**config.mk**
```make
export PLATFORM = sky130hd
export DESIGN_NAME = fm_init_seq
export DESIGN_NICKNAME = d
export VERILOG_FILES = /design/src/rtl/fmi_pkg.sv /design/src/rtl/fmi_stab_timer.sv /design/src/rtl/fmi_port_seq.sv /design/src/rtl/fm_init_seq.sv
export SDC_FILE = /design/constraint.sdc
export NUM_CORES = 1
export LEC_CHECK = 0
export BUFFER_PORTS_ARGS = -buffer_cell sky130_fd_sc_hd__buf_4
export CORE_UTILIZATION = 50
export CTS_CLUSTER_DIAMETER = 60
export DETAILED_ROUTE_END_ITERATION = 12
export HOLD_SLACK_MARGIN = 0.05
export PLACE_DENSITY = 0.68
export SYNTH_ARGS = -nofsm -noshare
export SYNTH_HDL_FRONTEND = slang
export SYNTH_HIERARCHICAL = 1
export SYNTH_SLANG_ARGS = --single-unit
```
**constraint.sdc**
```tcl
create_clock -name clk -period 6.51 [get_ports clk]
set_clock_uncertainty 0.2 [all_clocks]
set_input_delay 0.3255 -clock clk [delete_from_list [all_inputs] [get_ports clk]]
set_output_delay 0.3255 -clock clk [all_outputs]
set_load 0.02 [all_outputs]
```
**src/rtl/fmi_pkg.sv**
```systemverilog
package fmi_pkg;
  typedef enum logic [1:0] {
    T_IDLE,
    T_WAIT,
    T_RUN,
    T_DONE
  } top_state_t;

  typedef enum logic [2:0] {
    P_IDLE,
    P_PRE_RST,
    P_DUMMY,
    P_RST,
    P_GAP,
    P_DONE
  } port_state_t;
endpackage

```
**src/rtl/fmi_stab_timer.sv**
```systemverilog
module fmi_stab_timer #(
  parameter int STAB_CYCLES = 100
) (
  input  logic clk,
  input  logic rst_n,
  input  logic run,
  output logic expired
);
  localparam int CW = (STAB_CYCLES > 1) ? $clog2(STAB_CYCLES + 1) : 1;
  logic [CW-1:0] cnt;

  always_ff @(posedge clk) begin
    if (!rst_n || !run) cnt <= '0;
    else                cnt <= cnt + 1'b1;
  end

  assign expired = run && (cnt == CW'(STAB_CYCLES - 1));
endmodule

```
**src/rtl/fmi_port_seq.sv**
```systemverilog
module fmi_port_seq
  import fmi_pkg::*;
#(
  parameter int DUMMY = 80,
  parameter int GAP   = 2
) (
  input  logic clk,
  input  logic rst_n,
  input  logic clear,
  input  logic start,
  input  logic long_mode,
  output logic clk_en,
  output logic rst_pulse,
  output logic done
);
  localparam int MAXC = (DUMMY > GAP) ? DUMMY : GAP;
  localparam int CW   = $clog2(MAXC + 1);

  port_state_t   st;
  logic [CW-1:0] cnt;

  always_ff @(posedge clk) begin
    if (!rst_n || clear) begin
      st  <= P_IDLE;
      cnt <= '0;
    end else begin
      case (st)
        P_IDLE: if (start) begin
          st  <= long_mode ? P_PRE_RST : P_DUMMY;
          cnt <= '0;
        end
        P_PRE_RST: begin
          st  <= P_DUMMY;
          cnt <= '0;
        end
        P_DUMMY: begin
          if (cnt == CW'(DUMMY - 1)) st <= P_RST;
          cnt <= cnt + 1'b1;
        end
        P_RST: begin
          st  <= P_GAP;
          cnt <= '0;
        end
        P_GAP: begin
          if (cnt == CW'(GAP - 1)) st <= P_DONE;
          cnt <= cnt + 1'b1;
        end
        default: st <= st;
      endcase
    end
  end

  assign clk_en    = (st == P_DUMMY);
  assign rst_pulse = (st == P_PRE_RST) || (st == P_RST);
  assign done      = (st == P_DONE);
endmodule

```
**src/rtl/fm_init_seq.sv**
```systemverilog
module fm_init_seq
  import fmi_pkg::*;
#(
  parameter int STAB_CYCLES = 100,
  parameter int DUMMY_WR    = 80,
  parameter int DUMMY_RD    = 80,
  parameter int GAP_CYCLES  = 2
) (
  input  logic clk,
  input  logic rst_n,
  input  logic supply_ok,
  input  logic supply_unstable,
  input  logic restart,
  output logic wr_clk_en,
  output logic wr_rst,
  output logic rd_clk_en,
  output logic rd_rst,
  output logic ready
);
  localparam int NPORT = 2;

  top_state_t       state;
  logic             long_q;
  logic             stab_done;
  logic [NPORT-1:0] p_en, p_rst, p_done;

  fmi_stab_timer #(.STAB_CYCLES(STAB_CYCLES)) u_timer (
    .clk(clk), .rst_n(rst_n), .run(state == T_WAIT), .expired(stab_done)
  );

  for (genvar g = 0; g < NPORT; g++) begin : g_port
    localparam int D = (g == 0) ? DUMMY_WR : DUMMY_RD;
    fmi_port_seq #(.DUMMY(D), .GAP(GAP_CYCLES)) u_seq (
      .clk(clk), .rst_n(rst_n), .clear(restart), .start(stab_done),
      .long_mode(long_q), .clk_en(p_en[g]), .rst_pulse(p_rst[g]),
      .done(p_done[g])
    );
  end

  always_ff @(posedge clk) begin
    if (!rst_n || restart) begin
      state  <= T_IDLE;
      long_q <= 1'b0;
    end else begin
      case (state)
        T_IDLE: if (supply_ok) begin
          state  <= T_WAIT;
          long_q <= supply_unstable;
        end
        T_WAIT: if (stab_done) state <= T_RUN;
        T_RUN:  if (&p_done)   state <= T_DONE;
        default: state <= state;
      endcase
    end
  end

  assign wr_clk_en = p_en[0];
  assign wr_rst    = p_rst[0];
  assign rd_clk_en = p_en[1];
  assign rd_rst    = p_rst[1];
  assign ready     = (state == T_DONE);
endmodule

```
==> results.py <==
metrics = {
    "critical_path": {
        "required_ns": 6.53,
        "arrival_ns": 2.97,
        "cp-start-kind": "flop",
        "critPathMaxFanout": 5,
        "endpoint_kind": "flop",
        "worstSetupPathType": "reg -> reg",
    },
    "yosys": {
        "synth_area_um2": 1680,
        "synth_ff_type": "dfxtp_1",
        "ys_warn_count": 6,
        "synth_top_area_cell": "dfxtp_1",
        "synth_xor_area_share_pct": 7.81,
        "yosysTopAreaCellShare_pct": 35.7,
        "yosys.area_share.simple_pct": 33.2,
        "ys_seq_area_share_pct": 35.7,
        "synthTopCellsByArea": "dfxtp_1, nor2_1, ha_1, xnor2_1, nand2_1",
        "synth_mux_area_share_pct": 0,
        "synth_top_family_by_area": "simple AND/OR/NAND/NOR gates",
        "synthAdderAreaFrac_pct": 7.44,
        "syn_nets": 206,
        "ys_ff_latch": 30,
        "syn_avg_cell_area_um2": 8.80,
        "postSynthCellCount": 191,
        "synth_edf_count": 0,
        "synth_compound_area_share_pct": 11.2,
        "synthArstFlopShare_pct": 0,
        "yosysUniqueCellTypes": 35,
    },
    "sta": {
        "period_needed_ns": 2.95,
        "finalHoldViolCount": 0,
        "setup_violations": 0,
        "slew_headroom_pct": 18.1,
        "timing.fmax_mhz": 339,
        "fin_crit_sh_pct": 45.3,
        "slew_viol_final": 0,
        "rsz0062_at_grt": "false",
        "tightestPinTransition_ns": 1.22,
        "tns_ns": 0,
    },
    "power": {
        "leakage_nw": 0.649,
        "power.total_mw": 0.319,
        "max-vdd-ir-drop_v": 0.0000866,
        "p_per_area_nw_per_um2": 176,
    },
    "cells_and_area": {
        "mostFrequentLayoutCells": "nor2_1, dfxtp_1, nand2_1, xnor2_1, ha_1",
        "diodes": 0,
        "num-fill-cells": 288,
        "multi_input_area_um2": 1000,
        "final_nets": 216,
        "syn_to_final_growth_pct": 7.74,
        "regArea_um2": 601,
        "final_common_cell": "nor2_1",
        "drive_above_1_share_pct": 12.9,
    },
    "cts": {
        "cts_tree": "done",
        "cts_max_level": 2,
        "clk_pin_slew_ns": 0.08,
        "clockBufferDepth": 2,
        "post_cts_buffers": 0,
        "cts.sinks": 30,
        "numCtsBuffers": 5,
        "insertion_delay_ns": 0.33,
        "hold_buffers": 0,
        "root_buffer": "clkbuf_4",
        "cts_resized": 0,
    },
    "placement": {
        "port_buffers": 9,
        "hpwl_um": 2230,
        "gp_congestion": 0.796,
    },
    "routing": {
        "drt_iter0_markers": 66,
        "remaining_drc_errors": 0,
        "wire_per_inst_um": 12.2,
        "viasPerCell": 5.30,
        "postRouteAntennaNets": 0,
        "num_vias": 1305,
        "first_pass_iters": 4,
        "wl_um": 3000,
    },
    "floorplanning": {
        "dieHeight_um": 60.0,
        "dieArea_um2": 3600,
        "ios": 10,
        "placementRows": 20,
        "core_um2": 3130,
        "initial_core_util_pct": 53.8,
        "chipWidth_um": 60.0,
    },
    "grt": {
        "grt.total_usage_pct": 19.6,
        "gr-total-overflow": 0,
        "grt_max_degree": 12,
        "first_global_vias": 1207,
        "antenna_found_initial": 0,
        "grt_pass1_wl_um": 5110,
    },
    "hold_path": {
        "worst_hold_path_type": "in -> reg",
    },
    "run_status": {
        "status": "complete, no violations",
    },
    "job": {
        "drv_cap": 0,
    },
}
[worst paths after layout]
kind | start | to | slack (ns) | cells past startpoint
hold reg to reg | u_timer/cnt[0] | u_timer/cnt[0] | 0.28 | 1
setup / recovery | state[1] | state[0] | 3.56 | 8
hold / removal | supply_unstable | long_q | 0.07 | 3
setup reg to reg | state[1] | state[0] | 3.56 | 8
[through the flow]
stage / worst slack (ns) / hold slack, ns / utilization [%] / instances / instance area (um2)
5_1_grt: 3.27 / 0.0673 / 57.9 / 246 / 1810
3_5_place_dp: 3.54 / 0.266 / 56.0 / 238 / 1750
4_1_cts: 3.52 / 0.0582 / 57.9 / 246 / 1810
2_1_floorplan: 3.90 / 0.229 / - / 191 / 1680
3_3_place_gp: 3.72 / 0.238 / 56.0 / 238 / 1750
6_report: 3.56 / 0.0671 / 57.9 / 246 / 1810
[layout make-up]
cell class                      instances  area share, %
Clock buffer                            7           3.04
Clock inverter                          1          0.276
Inverter                                7           1.45
Multi-Input combinational cell        148           55.3
Sequential cell                        30           33.1
Tap cell                               44           3.04
Timing Repair Buffer                    9           3.73
[flip-flops by register name, indices dropped and copies added (netlist names)]
signal	flops
state	2
long_q	1
g_port.u_seq/cnt	14
g_port.u_seq/st	6
u_timer/cnt	7
[critical path, stage by stage, from the launching register on]
cell	delay [ns]
dfxtp_1	0.34
inv_1	0.11
ha_1	0.24
inv_1	0.06
nor4_1	1.00
inv_1	0.14
a221oi_2	0.42
nand3_1	0.14
and3b_1	0.19
[report_power, final]
group | internal, mW | leakage, nW | switching [mW]
clock | 0.0523 | 0.0353 | 0.0642
combinational | 0.00698 | 0.372 | 0.0100
sequential | 0.185 | 0.242 | 0.00149
[synthesized netlist by cell type, drive strengths merged, types with 2 or more instances]
library cell and count:
o21bai 2, nand3 9, nor4 7, buf 6
a211oi 2, xnor2 13, o211ai 2, nand2 15
nor2 37, a21oi 6, a22o 2, nor2b 7
nand2b 2, nor3b 4, nor4b 2, dfxtp 30
xor2 2, or3 2, and3b 3, o21ai 2
nor3 7, nand4b 2, ha 10, nand4 2
o21a 2, o221a 2, inv 7
[metal layers]
metal  GRT usage [%]  wire length (um)  share of wire, %
met2            32.7              1440                48
met4            8.97                53               1.8
met1            22.6              1410                47
met5               0                 0                 0
met3            6.28               101               3.4
[logic make-up (layout without fill, tap and decap cells)]
logic type,after synthesis,in the layout
xor+xnor,15,15
compound gates,23,23
flops,30,30
fa+ha+maj,10,10
simple gates,100,100
buf+inv,13,24
No activity file was read; power rests on OpenSTA's default activity.
